--- src/rtl/thr_prog_pkg.sv ---
package thr_prog_pkg;

  typedef enum logic [1:0] {
    SEQ_IDLE    = 2'd0,
    SEQ_ARMED   = 2'd1,
    SEQ_RECOVER = 2'd2
  } seq_state_t;

  typedef enum logic [1:0] {
    KIND_NONE  = 2'd0,
    KIND_SET   = 2'd1,
    KIND_CLEAR = 2'd2
  } cmd_kind_t;

endpackage

--- src/rtl/tpd_sync.sv ---
module tpd_sync #(
  parameter int              WIDTH   = 4,
  parameter int              STAGES  = 2,
  parameter logic [WIDTH-1:0] RST_VAL = '0
) (
  input  logic             clk,
  input  logic             rst,
  input  logic [WIDTH-1:0] d_async,
  output logic [WIDTH-1:0] q_sync
);

  for (genvar b = 0; b < WIDTH; b++) begin : g_bit
    logic [STAGES-1:0] chain;
    always_ff @(posedge clk) begin
      if (rst) chain <= {STAGES{RST_VAL[b]}};
      else     chain <= {chain[STAGES-2:0], d_async[b]};
    end
    assign q_sync[b] = chain[STAGES-1];
  end

endmodule

--- src/rtl/tpd_frame_rx.sv ---
module tpd_frame_rx #(
  parameter int FRAME_BITS = 24
) (
  input  logic                  clk,
  input  logic                  rst,
  input  logic                  sck_s,
  input  logic                  cs_n_s,
  input  logic                  si_s,
  output logic                  frame_start,
  output logic                  frame_end,
  output logic                  frame_len_ok,
  output logic [FRAME_BITS-1:0] frame_word
);

  localparam int CNT_W = $clog2(FRAME_BITS + 2);
  localparam logic [CNT_W-1:0] CNT_FULL = CNT_W'(FRAME_BITS);
  localparam logic [CNT_W-1:0] CNT_OVER = CNT_W'(FRAME_BITS + 1);

  logic             sck_d, cs_d;
  logic [CNT_W-1:0] bit_cnt;
  logic             sck_rise, cs_fall, cs_rise;

  assign sck_rise = sck_s & ~sck_d;
  assign cs_fall  = ~cs_n_s & cs_d;
  assign cs_rise  = cs_n_s & ~cs_d;

  always_ff @(posedge clk) begin
    if (rst) begin
      sck_d        <= 1'b0;
      cs_d         <= 1'b1;
      bit_cnt      <= '0;
      frame_word   <= '0;
      frame_start  <= 1'b0;
      frame_end    <= 1'b0;
      frame_len_ok <= 1'b0;
    end else begin
      sck_d       <= sck_s;
      cs_d        <= cs_n_s;
      frame_start <= cs_fall;
      frame_end   <= cs_rise;
      if (cs_fall) begin
        bit_cnt    <= '0;
        frame_word <= '0;
      end else if (!cs_n_s && sck_rise) begin
        frame_word <= {frame_word[FRAME_BITS-2:0], si_s};
        if (bit_cnt != CNT_OVER) bit_cnt <= bit_cnt + 1'b1;
      end
      if (cs_rise) frame_len_ok <= (bit_cnt == CNT_FULL);
    end
  end

endmodule

--- src/rtl/tpd_seq_fsm.sv ---
module tpd_seq_fsm
  import thr_prog_pkg::*;
#(
  parameter int                  FRAME_BITS = 24,
  parameter int                  MIN_GAP    = 16,
  parameter int                  RECOVERY   = 1000,
  parameter logic [FRAME_BITS-1:0] ARM_WORD   = 24'h030001,
  parameter logic [FRAME_BITS-1:0] SET_WORD   = 24'h020001,
  parameter logic [FRAME_BITS-1:0] CLEAR_WORD = 24'h020003
) (
  input  logic                  clk,
  input  logic                  rst,
  input  logic                  en_s,
  input  logic                  cs_n_s,
  input  logic                  frame_start,
  input  logic                  frame_end,
  input  logic                  frame_len_ok,
  input  logic [FRAME_BITS-1:0] frame_word,
  output logic                  set_pulse,
  output logic                  clear_pulse,
  output logic                  busy
);

  localparam int GAP_W = $clog2(MIN_GAP + 1);
  localparam int REC_W = $clog2(RECOVERY + 1);
  localparam logic [GAP_W-1:0] GAP_MIN  = GAP_W'(MIN_GAP);
  localparam logic [REC_W-1:0] REC_LOAD = REC_W'(RECOVERY - 1);

  seq_state_t       state;
  logic [GAP_W-1:0] gap_cnt;
  logic [REC_W-1:0] rec_cnt;
  cmd_kind_t        kind;

  always_comb begin
    kind = KIND_NONE;
    if (frame_len_ok && frame_word == SET_WORD)   kind = KIND_SET;
    if (frame_len_ok && frame_word == CLEAR_WORD) kind = KIND_CLEAR;
  end

  always_ff @(posedge clk) begin
    if (rst) begin
      state       <= SEQ_IDLE;
      gap_cnt     <= '0;
      rec_cnt     <= '0;
      set_pulse   <= 1'b0;
      clear_pulse <= 1'b0;
    end else begin
      set_pulse   <= 1'b0;
      clear_pulse <= 1'b0;
      unique case (state)
        SEQ_IDLE: begin
          gap_cnt <= '0;
          if (frame_end && frame_len_ok && en_s && frame_word == ARM_WORD)
            state <= SEQ_ARMED;
        end
        SEQ_ARMED: begin
          if (cs_n_s && gap_cnt != GAP_MIN) gap_cnt <= gap_cnt + 1'b1;
          if (!en_s) begin
            state <= SEQ_IDLE;
          end else if (frame_start && gap_cnt < GAP_MIN) begin
            state <= SEQ_IDLE;
          end else if (frame_end) begin
            rec_cnt <= REC_LOAD;
            unique case (kind)
              KIND_SET: begin
                set_pulse <= 1'b1;
                state     <= SEQ_RECOVER;
              end
              KIND_CLEAR: begin
                clear_pulse <= 1'b1;
                state       <= SEQ_RECOVER;
              end
              default: state <= SEQ_IDLE;
            endcase
          end
        end
        SEQ_RECOVER: begin
          if (rec_cnt == '0) state <= SEQ_IDLE;
          else               rec_cnt <= rec_cnt - 1'b1;
        end
        default: state <= SEQ_IDLE;
      endcase
    end
  end

  assign busy = (state == SEQ_RECOVER);

endmodule

--- src/rtl/thr_prog_detect.sv ---
module thr_prog_detect #(
  parameter int SYNC_STAGES = 2,
  parameter int FRAME_BITS  = 24,
  parameter int MIN_GAP     = 16,
  parameter int RECOVERY    = 1000
) (
  input  logic clk,
  input  logic rst,
  input  logic sck,
  input  logic cs_n,
  input  logic si,
  input  logic prog_en,
  output logic set_pulse,
  output logic clear_pulse,
  output logic busy
);

  logic [3:0]            pins_s;
  logic                  frame_start, frame_end, frame_len_ok;
  logic [FRAME_BITS-1:0] frame_word;

  // bit order: {prog_en, si, cs_n, sck}; chip select rests high
  tpd_sync #(
    .WIDTH  (4),
    .STAGES (SYNC_STAGES),
    .RST_VAL(4'b0010)
  ) u_sync (
    .clk    (clk),
    .rst    (rst),
    .d_async({prog_en, si, cs_n, sck}),
    .q_sync (pins_s)
  );

  tpd_frame_rx #(
    .FRAME_BITS(FRAME_BITS)
  ) u_rx (
    .clk         (clk),
    .rst         (rst),
    .sck_s       (pins_s[0]),
    .cs_n_s      (pins_s[1]),
    .si_s        (pins_s[2]),
    .frame_start (frame_start),
    .frame_end   (frame_end),
    .frame_len_ok(frame_len_ok),
    .frame_word  (frame_word)
  );

  tpd_seq_fsm #(
    .FRAME_BITS(FRAME_BITS),
    .MIN_GAP   (MIN_GAP),
    .RECOVERY  (RECOVERY)
  ) u_fsm (
    .clk         (clk),
    .rst         (rst),
    .en_s        (pins_s[3]),
    .cs_n_s      (pins_s[1]),
    .frame_start (frame_start),
    .frame_end   (frame_end),
    .frame_len_ok(frame_len_ok),
    .frame_word  (frame_word),
    .set_pulse   (set_pulse),
    .clear_pulse (clear_pulse),
    .busy        (busy)
  );

endmodule

--- config.mk ---
export PLATFORM = sky130hd
export DESIGN_NAME = thr_prog_detect
export DESIGN_NICKNAME = d
export VERILOG_FILES = /design/src/rtl/thr_prog_pkg.sv /design/src/rtl/tpd_sync.sv /design/src/rtl/tpd_frame_rx.sv /design/src/rtl/tpd_seq_fsm.sv /design/src/rtl/thr_prog_detect.sv
export SDC_FILE = /design/constraint.sdc
export NUM_CORES = 1
export LEC_CHECK = 0
export ABC_AREA = 1
export CORE_ASPECT_RATIO = 1.75
export CORE_MARGIN = 3
export CORE_UTILIZATION = 54
export DETAILED_ROUTE_END_ITERATION = 7
export PLACE_DENSITY = 0.7
export SLEW_MARGIN = 40
export SYNTH_ARGS = -nofsm -noshare
export SYNTH_HDL_FRONTEND = slang
export SYNTH_SLANG_ARGS = --single-unit
--- constraint.sdc ---
create_clock -name clk -period 3.53 [get_ports clk]
set_input_delay 0.8825 -clock clk [delete_from_list [all_inputs] [get_ports clk]]
set_output_delay 0.8825 -clock clk [all_outputs]
set_load 0.03 [all_outputs]
==> summary.md, run 1 <==
## Clocking
• 0 — Post-CTS Hold Fix Bufs
• 9 — clock buffers created by TritonCTS
• 2 — clock tree buffer depth
• 0.06 ns — register clock-pin slew on the reported worst setup and hold paths
• sky130_fd_sc_hd__clkbuf_8 — library cell used as clock root buffer
• 3 — H-tree depth reported by CTS
• 0.33 ns — source-to-sink clock delay at the later pin of the worst-skew pair
• 0 — post-CTS setup repair buffer count
• built — TritonCTS clock tree
• 61 — count of clock tree sinks
• 0 — number of gates resized after cts

## Critical path
• sky130_fd_sc_hd__clkdlybuf4s50_1 — cell with the biggest individual delay on the critical path
• flip-flop — Worst Setup Start Kind
• 2.65 ns — required time of the critical path
• inv_1 -> nor2_4 -> clkdlybuf4s50_1 — critical-path cell list
• buffers and inverters — family of cells with the greatest summed delay on the critical path
• 1.71 ns — critical path data arrival time
• 0.72 ns — crit-path max cell delay
• primary output — CP Capture Type
• 2 — CP bufs+invs
• 10 — Critical Path Fanout Max
• flip-flop to primary output — Worst Setup Path Type

## STA
• 2.589 ns — minimum clock period
• 0.5621 ns — Slew @ Worst Pin
• 0 — Setup-failing EPs final
• false — unrepaired setup endpoints after global routing
• 0 — Pins Over Slew Limit
• 0.9409 ns — final setup margin
• 0.003288 ns — clock tree skew after final layout
• 386.2 MHz — maximum clock frequency
• 0.6248 — Slew HR
• 0 ns — Fin Setup TNS
• 0.7335 — fin crit share
• 0 — number of failing hold endpoints at the final stage

## Place
• 8 — number of buffer cells added on primary ports
• 3.766 mm — placed wire-length estimate after detailed placement
• 1.120 ns — pre-CTS setup slack
• 0.7549 — global placement routability congestion

## Floorplan
• 4707 sq um — area of the placeable core
• 58.82 um — die width
• 98.43 um — vertical extent of the die
• 33 — placement row count
• 0.5601 — initial cell density of the core
• 5789 sq um — die footprint
• 9 — I/O pin total

## Final layout
• 472 — count of fill cells added during filler insertion
• 12.48% — synthesis-to-finish area growth
• 0 — Antenna Cells
• 392 — number of nets in the layout
• 1221 sq um — register area
• 1211 sq um — combined area of the multi-input logic cells
• sky130_fd_sc_hd__nor2_1 — leading cell type in the layout, fill and taps excluded
• sky130_fd_sc_hd__nor2_1 (76), sky130_fd_sc_hd__dfxtp_1 (61), sky130_fd_sc_hd__nand2_1 (60) — commonest cells after routing, fill and taps aside
• 0.08073 — proportion of layout cells with a drive suffix above 1

## Global routing
• 0 — total overflow reported by the global router
• 0 — antenna violations before repair
• 8.949 mm — global-route wire length before repair
• 0.05505 — met3 track demand over resource in global routing
• 0.2017 — GRT Resource Usage Total
• met2 — GRT Max-Usage Layer
• 0.2005 — met1 global-route usage
• 2117 — vias in the first global route
• 32 — largest net degree at the start of global routing
• 0.3671 — met2 global-route usage

## Logic synthesis
• simple AND/OR/NAND/NOR gates — dominant combinational cell family by area after synthesis
• 0 — Synth warnings
• 0.1277 — area fraction in compound gates after synthesis
• 0.2886 — fraction of the mapped netlist area in simple logic gates
• 381 — number of nets produced by synthesis
• 0.4632 — part of the Yosys area used for sequential elements
• 7.164 sq um — Syn Area/Cell
• 368 — Synth Instances
• 61 — number of register bits inferred by synthesis
• 2636 sq um — post-synthesis instance area
• 0 — mux share of post-synthesis cell area
• 0.03322 — adder-cell share of the synthesized area
• 23 — number of distinct standard cells referenced by the synthesized netlist
• 0.009967 — fraction of synthesized cell area in xor and xnor cells

## Outcome
• complete, no violations — run status

## Power and ir drop
• 1.300 nW — leakage power total
• 0.3383 mV — peak supply drop
• 1.376 mW — sum of internal, switching and leakage power
• 464.1 nW/um^2 — power density over the cells

## Drt
• 5.165 — average via count per standard cell
• 0 — number of DRC violations after detailed routing
• 67 — number of DRC markers after the initial detailed-route iteration
• 4 — length of the first detailed-routing pass in iterations
• 11.77 um — routed len/inst
• 2252 — via count
• 0 — post-detailed-route count of antenna-violating nets
• 5.133 mm — wire length after detailed routing

## Job
• 0 — Max-Cap Viols

## Min path
• flip-flop to flip-flop — type of the tightest min-delay check

-- synth_stat cells, drive strengths merged --
cell type   n  area (sq um)
a21oi      31         162.7
buf         2         16.26
dfxtp      61          1221
or2         5         31.28
o21ai      34         173.9
inv        41         153.9
nor3b       1         7.510
nand4       4         25.02
ha          7         87.58
nor3        8         45.04
clkbuf      9         33.78
nand2      62         237.7
nor2       77         296.5
xor2        3         26.28
nand3b      1         7.510
nand3      22         110.1
-- final cells by class --
class,count,share of cell area
multi-input cells,255,0.4084
clock buffers,13,0.05696
repair buffers,11,0.03460
clock inverters,3,0.01435
inverters,41,0.05190
flip-flops and latches,61,0.4118
well taps,52,0.02194
-- per-stage QoR --
stage	hold slack, ns	cell area, sq um	std cells	utilization
finish	0.4028	2965	436	0.6300
detailed placement	0.3958	2754	420	0.5851
CTS	0.4047	2965	436	0.6300
floorplan	0.3883	2636	368	-
global route	0.4183	2965	436	0.6300
global placement	0.3894	2754	420	0.5851
-- layer usage --
layer,vias up,wire [um],part of all wire
li1,1193,-,-
met1,1031,2032,0.40
met2,18,2836,0.55
met3,10,121,0.024
met4,0,142,0.028
met5,-,0,0
-- where the power goes --
part	switching [mW]	internal, mW	leakage [nW]	total (mW)
Clock	0.254	0.383	0.106	0.637
Combinational	0.0227	0.0145	0.700	0.0372
Sequential	0.00491	0.697	0.494	0.702
Total	0.282	1.09	1.30	1.38
-- sequential cells by signal (all words and copies together), names as in the netlist, 2 cells and up --
signal and flops:
u_fsm.gap_cnt 5, u_fsm.rec_cnt 10, u_sync.g_bit.chain 8, u_fsm.state 2, u_rx.bit_cnt 5, u_rx.frame_word 24
-- logic make-up after synthesis --
| kind of cell | Yosys count |
|---|---|
| AOI/OAI and AO/OA | 65 |
| DFF | 61 |
| buffers and inverters | 52 |
| xor gates and xnor gates | 3 |
| adders and majority gates | 7 |
| and+or+nand+nor | 180 |
-- worst min-delay path: stages, from the launching register on --
cell and delay, ns:
sky130_fd_sc_hd__dfxtp_1 0.30, sky130_fd_sc_hd__inv_1 0.04, sky130_fd_sc_hd__nor2_1 0.03
-- worst paths after layout --
path	start	end	slack [ns]	cells after the start
setup / recovery	u_fsm.state[1]	busy	0.94	3
setup reg to reg	u_fsm.rec_cnt[0]	u_fsm.rec_cnt[8]	1.81	9
hold / removal	u_sync.g_bit[3].chain[0]	u_sync.g_bit[3].chain[1]	0.40	2
hold reg to reg	u_sync.g_bit[3].chain[0]	u_sync.g_bit[3].chain[1]	0.40	2
(Power assumes the default switching activity.)
==> inputs of run 2 (changes only) <==
- clock period: 3.53 -> 2.4 ns (I/O delays scaled with it)
==> run 2 against run 1 <==
  * Sequential power grew 47%
  * Hold slack got worse by 0.0010 ns
  * Clock power up 17%
  * Die area stayed put
  * First-iteration DRC count grew 67%
  * Critical path depth did not move
  * Total power increased by 33%
  * Utilization down 0.96 points
  * Non-clock buffer count grew 1
  * Cell area down 1.5%
  * Sequential cell count stayed put
  * Critical path type unchanged
  * Highest routed layer unchanged
==> summary.md, run 2 (synthesized netlist as in run 1, its figures left out) <==
## STA
• 0.5524 ns — Slew @ Worst Pin, was 0.5621 ns
• 0 — Setup-failing EPs final, unchanged
• 0.6313 — Slew HR, was 0.6248
• 2.091 ns — minimum clock period
• 0 ns — Fin Setup TNS, unchanged
• 0.8714 — fin crit share
• 0 — Pins Over Slew Limit, unchanged
• 478.2 MHz — maximum clock frequency
• 0 — number of failing hold endpoints at the final stage, unchanged
• 0.002161 ns — clock tree skew after final layout, was 0.003288 ns
• false — unrepaired setup endpoints after global routing, unchanged

## Clocking
• 0 — post-CTS setup repair buffer count, unchanged
• 0 — number of gates resized after cts, unchanged
• 3 — H-tree depth reported by CTS, unchanged
• 9 — clock buffers created by TritonCTS, unchanged
• sky130_fd_sc_hd__clkbuf_8 — library cell used as clock root buffer, unchanged
• 2 — clock tree buffer depth, unchanged
• 0.06 ns — register clock-pin slew on the reported worst setup and hold paths, about the same
• 0.33 ns — source-to-sink clock delay at the later pin of the worst-skew pair, about the same
• 0 — Post-CTS Hold Fix Bufs, unchanged
• built — TritonCTS clock tree, unchanged
• 61 — count of clock tree sinks, unchanged

## Global routing
• 31 — largest net degree at the start of global routing, was 32
• 0 — total overflow reported by the global router, unchanged
• 2184 — vias in the first global route, was 2117
• 0 — antenna violations before repair, unchanged
• 0.1943 — GRT Resource Usage Total, was 0.2017
• 8.735 mm — global-route wire length before repair, was 8.949 mm

## Power and ir drop
• 0.3929 mW — sw power, was 0.2816 mW
• 1.442 mW — internal power contribution, was 1.095 mW
• 0.407 — clock share of power, was 0.463
• 0.5502 mV — peak supply drop, was 0.3383 mV
• 628.2 nW/um^2 — power density over the cells, was 464.1 nW/um^2
• 0.2142 — Sw Share, was 0.2046
• 1.283 nW — leakage power total, was 1.300 nW
• 0.030 — combinational cell fraction of total power, was 0.027
• 0.563 — register share of total power, was 0.510

## Critical path
• sky130_fd_sc_hd__clkdlybuf4s50_1 — cell with the biggest individual delay on the critical path, unchanged
• primary output — CP Capture Type, unchanged
• flip-flop to primary output — Worst Setup Path Type, unchanged
• 0.67 ns — crit-path max cell delay, was 0.72 ns
• 3 — Critical Path Fanout Max, was 10
• 1.80 ns — required time of the critical path, was 2.65 ns
• flip-flop — Worst Setup Start Kind, unchanged
• 1.49 ns — critical path data arrival time, was 1.71 ns
• inv_1 -> nor2_4 -> clkdlybuf4s50_1 — critical-path cell list, unchanged

## Floorplan
• 5789 sq um — die footprint, unchanged
• 58.82 um — die width, unchanged
• 98.43 um — vertical extent of the die, unchanged
• 0.5601 — initial cell density of the core, unchanged
• 4707 sq um — area of the placeable core, unchanged
• 9 — I/O pin total, unchanged
• 33 — placement row count, unchanged

## Place
• 3.509 mm — placed wire-length estimate after detailed placement, was 3.766 mm
• 8 — number of buffer cells added on primary ports, unchanged
• 2761 sq um — Placed Area, was 2754 sq um
• 0.8121 — global placement routability congestion, was 0.7549

## Final layout
• 459 — count of fill cells added during filler insertion, was 472
• u_rx.frame_word x24, u_fsm.rec_cnt x10, u_sync.g_bit.chain x8 — top flop regs, unchanged
• 24 — number of flip-flops under the largest register name, unchanged
• 393 — number of nets in the layout, was 392
• 2920 sq um — Finished Cell Area, was 2965 sq um
• 10.77% — synthesis-to-finish area growth, was 12.48%
• 0.07552 — proportion of layout cells with a drive suffix above 1, was 0.08073
• 1211 sq um — combined area of the multi-input logic cells, unchanged
• sky130_fd_sc_hd__nor2_1 (76), sky130_fd_sc_hd__dfxtp_1 (61), sky130_fd_sc_hd__nand2_1 (60) — commonest cells after routing, fill and taps aside, unchanged
• 1221 sq um — register area, unchanged
• 0 — Antenna Cells, unchanged
• u_rx.frame_word — Largest Register, unchanged
• sky130_fd_sc_hd__nor2_1 — leading cell type in the layout, fill and taps excluded, unchanged

## Drt
• 4.893 mm — wire length after detailed routing, was 5.133 mm
• 0 — number of DRC violations after detailed routing, unchanged
• 4 — length of the first detailed-routing pass in iterations, unchanged
• 11.22 um — routed len/inst, was 11.77 um
• 0 — post-detailed-route count of antenna-violating nets, unchanged
• 2271 — via count, was 2252
• 112 — number of DRC markers after the initial detailed-route iteration, was 67
• 5.209 — average via count per standard cell, was 5.165

## Min path
• flip-flop to flip-flop — type of the tightest min-delay check, unchanged

## Job
• 0 — Max-Cap Viols, unchanged

## Outcome
• complete, no violations — run status, unchanged

==> run 2: worst max-delay path, delay by kind of cell, from the launching register on <==
| kind | cells | cell delay [ns] |
|---|---|---|
| buffers and inverters | 2 | 0.75 |
| DFF | 1 | 0.32 |
| and+or+nand+nor | 1 | 0.09 |
==> run 2: final cells by class <==
class	count	share of cell area
Clock inverter	2	0.003428
Multi-Input combinational cell	255	0.4147
Clock buffer	13	0.05099
Tap cell	52	0.02228
Inverter	41	0.05270
Sequential cell	61	0.4182
Timing Repair Buffer	12	0.03770
==> run 2: path summary, 6_finish.rpt <==
| kind | slack, ns | depth (start not counted) | startpoint | endpoint |
|---|---|---|---|---|
| max | 0.31 | 3 | u_fsm.state[1] | busy |
| min | 0.40 | 2 | u_sync.g_bit[3].chain[0] | u_sync.g_bit[3].chain[1] |
| max reg2reg | 0.72 | 9 | u_fsm.rec_cnt[0] | u_fsm.rec_cnt[5] |
| min reg2reg | 0.40 | 2 | u_sync.g_bit[3].chain[0] | u_sync.g_bit[3].chain[1] |
==> run 2: power groups by stage <==
stage / clock [mW] / combinational [mW] / sequential, mW
finish: 0.747 / 0.0547 / 1.03
global route: 0.830 / 0.0618 / 1.03
CTS: 0.771 / 0.0556 / 1.03
detailed placement: 0 / 0.0554 / 1.06
global placement: 0 / 0.0545 / 1.06
floorplan: 0 / 0.0367 / 1.05
==> run 2: per-stage QoR <==
step	total power [mW]	cells	worst slack (ns)	hold WS, ns	util
6_report	1.834	436	0.3087	0.4018	0.6204
5_1_grt	1.926	436	0.2043	0.4329	0.6204
4_1_cts	1.860	436	0.2812	0.4071	0.6204
3_5_place_dp	1.111	421	0.5145	0.3939	0.5867
3_3_place_gp	1.110	421	0.5395	0.3916	0.5867
2_1_floorplan	1.090	368	0.9384	0.3883	-
==> run 2: routing by layer <==
layer / up-vias / track usage / wire length, um
li1: 1196 / - / -
met1: 1050 / 0.2020 / 2080
met2: 19 / 0.3407 / 2590
met3: 6 / 0.06291 / 133
met4: 0 / 0.08901 / 89
met5: - / 0 / 0
==> inputs of run 3 (changes only) <==
--- a/config.mk
+++ b/config.mk
@@ -8,3 +8,3 @@
 export ABC_AREA = 1
-export CORE_ASPECT_RATIO = 1.75
+export CORE_ASPECT_RATIO = 0.5
 export CORE_MARGIN = 3
--- a/constraint.sdc
+++ b/constraint.sdc
@@ -3,2 +3,2 @@
 set_output_delay 0.6 -clock clk [all_outputs]
-set_load 0.03 [all_outputs]
+set_load 0.02 [all_outputs]
==> run 3 against run 2 <==
  * Total power is 10% higher
  * Sequential cell count did not move
  * Combinational power is 0.7% lower
  * Sequential share of layout area down 0.98 points
  * Critical path type unchanged
==> summary.md, run 3 (synthesized netlist as in run 1, its figures left out) <==
## Final layout
• 1221 sq um — register area, unchanged
• 0.08312 — proportion of layout cells with a drive suffix above 1, was 0.07552
• 1211 sq um — combined area of the multi-input logic cells, unchanged
• 421 — count of fill cells added during filler insertion, was 459
• sky130_fd_sc_hd__nor2_1 — leading cell type in the layout, fill and taps excluded, unchanged
• 0 — Antenna Cells, unchanged
• 24 — number of flip-flops under the largest register name, unchanged
• 451 — count of non-filler cells in the finished layout, was 436
• u_rx.frame_word x24, u_fsm.rec_cnt x10, u_sync.g_bit.chain x8 — top flop regs, unchanged
• sky130_fd_sc_hd__nor2_1 (76), sky130_fd_sc_hd__dfxtp_1 (61), sky130_fd_sc_hd__nand2_1 (60) — commonest cells after routing, fill and taps aside, unchanged
• u_rx.frame_word — Largest Register, unchanged
• 13.43% — synthesis-to-finish area growth, was 10.77%
• 393 — number of nets in the layout, unchanged
• 0.6570 — utilization of the core after routing, was 0.6204
• 2990 sq um — Finished Cell Area, was 2920 sq um

## Drt
• 10.86 um — routed len/inst, was 11.22 um
• 0 — number of DRC violations after detailed routing, unchanged
• 57 — number of DRC markers after the initial detailed-route iteration, was 112
• 4.984 — average via count per standard cell, was 5.209
• 4.899 mm — wire length after detailed routing, was 4.893 mm
• 0 — post-detailed-route count of antenna-violating nets, unchanged
• 2248 — via count, was 2271
• 4 — length of the first detailed-routing pass in iterations, unchanged

## Place
• 2779 sq um — Placed Area, was 2761 sq um
• 3.420 mm — placed wire-length estimate after detailed placement, was 3.509 mm
• 0.8602 — global placement routability congestion, was 0.8121
• 0.5148 ns — pre-CTS setup slack, was 0.5145 ns
• 435 — dpl cells, was 421
• 8 — number of buffer cells added on primary ports, unchanged

## Floorplan
• 55.41 um — vertical extent of the die, was 98.43 um
• 0.5792 — initial cell density of the core, was 0.5601
• 17 — placement row count, was 33
• 9 — I/O pin total, unchanged
• 4552 sq um — area of the placeable core, was 4707 sq um
• 104.8 um — die width, was 58.82 um
• 5807 sq um — die footprint, was 5789 sq um

## Critical path
• u_fsm.rec_cnt[0] — startpoint of the lowest-slack register-to-register path, unchanged
• flip-flop to primary output — Worst Setup Path Type, unchanged
• 1.80 ns — required time of the critical path, about the same
• flip-flop — Worst Setup Start Kind, unchanged
• 1.63 ns — critical path data arrival time, was 1.49 ns
• primary output — CP Capture Type, unchanged
• 10 — Critical Path Fanout Max, was 3
• u_fsm.rec_cnt[8] — R2R Path End, was u_fsm.rec_cnt[5]
• 9 — FF-to-FF path depth, unchanged
• 0.73 ns — worst setup slack for register-to-register paths, was 0.72 ns

## Clocking
• 0 — number of gates resized after cts, unchanged
• 2 — clock tree buffer depth, unchanged
• built — TritonCTS clock tree, unchanged
• 9 — clock buffers created by TritonCTS, unchanged
• sky130_fd_sc_hd__clkbuf_8 — library cell used as clock root buffer, unchanged
• 61 — count of clock tree sinks, unchanged
• 0 — Post-CTS Hold Fix Bufs, unchanged
• 0.33 ns — source-to-sink clock delay at the later pin of the worst-skew pair, about the same
• 3 — H-tree depth reported by CTS, unchanged
• 0 — post-CTS setup repair buffer count, unchanged
• 0.06 ns — register clock-pin slew on the reported worst setup and hold paths, about the same

## Outcome
• complete, no violations — run status, unchanged

## Min path
• 2 — number of instances on the worst hold path, unchanged
• u_sync.g_bit[3].chain[1] — Endpoint, Worst Hold, unchanged
• flip-flop to flip-flop — type of the tightest min-delay check, unchanged
• u_sync.g_bit[3].chain[0] — startpoint of the worst hold path, unchanged

## Global routing
• 28 — largest net degree at the start of global routing, was 31
• 0 — total overflow reported by the global router, unchanged
• 0.1768 — GRT Resource Usage Total, was 0.1943
• 0 — antenna violations before repair, unchanged
• 8.204 mm — global-route wire length before repair, was 8.735 mm
• 1947 — vias in the first global route, was 2184

## Power and ir drop
• 0.4015 mV — peak supply drop, was 0.5502 mV
• 677.5 nW/um^2 — power density over the cells, was 628.2 nW/um^2
• 2.026 mW — sum of internal, switching and leakage power, was 1.834 mW
• 1.305 nW — leakage power total, was 1.283 nW

## STA
• 0.5793 ns — Slew @ Worst Pin, was 0.5524 ns
• 0.006074 ns — clock tree skew after final layout, was 0.002161 ns
• false — unrepaired setup endpoints after global routing, unchanged
• 0.6134 — Slew HR, was 0.6313
• 0 — number of failing hold endpoints at the final stage, unchanged
• 0.4096 ns — Hold Worst Slack, was 0.4018 ns
• 2.228 ns — minimum clock period, was 2.091 ns
• 448.9 MHz — maximum clock frequency, was 478.2 MHz
• 0 — Pins Over Slew Limit, unchanged
• 0.9281 — fin crit share, was 0.8714
• 0 — Setup-failing EPs final, unchanged
• 0.1725 ns — final setup margin, was 0.3087 ns
• 0 ns — Fin Setup TNS, unchanged

## Job
• 0 — Max-Cap Viols, unchanged

[run 3: how the worst max path moves through the flow]
stage	slack, ns	endpoint	from	cells past startpoint
4_1_cts	0.15	busy	u_fsm.state[1]	3
3_3_place_gp	0.54	busy	u_fsm.state[1]	3
5_1_grt	0.09	busy	u_fsm.state[1]	3
2_1_floorplan	0.94	u_rx.frame_word[16]	rst	5
6_report	0.17	busy	u_fsm.state[1]	3
3_5_place_dp	0.51	u_rx.bit_cnt[2]	rst	5
[run 3: metal layers]
metal	share of wire	vias up	track usage
li1	-	1196	-
met5	0	-	0
met3	0.052	7	0.07351
met4	0.014	0	0.07290
met1	0.48	1003	0.2123
met2	0.45	42	0.2817
[run 3: report_power, final]
part,internal [mW],switching (mW)
registers,1.03,0.00718
clock network,0.563,0.376
logic,0.0216,0.0326
[run 3: critical path, stage by stage (launching register included)]
cell	delay (ns)
sky130_fd_sc_hd__dfxtp_1	0.33
sky130_fd_sc_hd__inv_1	0.08
sky130_fd_sc_hd__nor2_4	0.23
sky130_fd_sc_hd__clkdlybuf4s50_1	0.65
[run 3: area by class of cell]
class                      count  share of cell area
sequential                    61              0.4084
multi-input combinational    255              0.4050
timing repair buffer          12             0.03682
tap                           66             0.02762
clock inverter                 3             0.01423
inverter                      41             0.05146
clock buffer                  13             0.05649
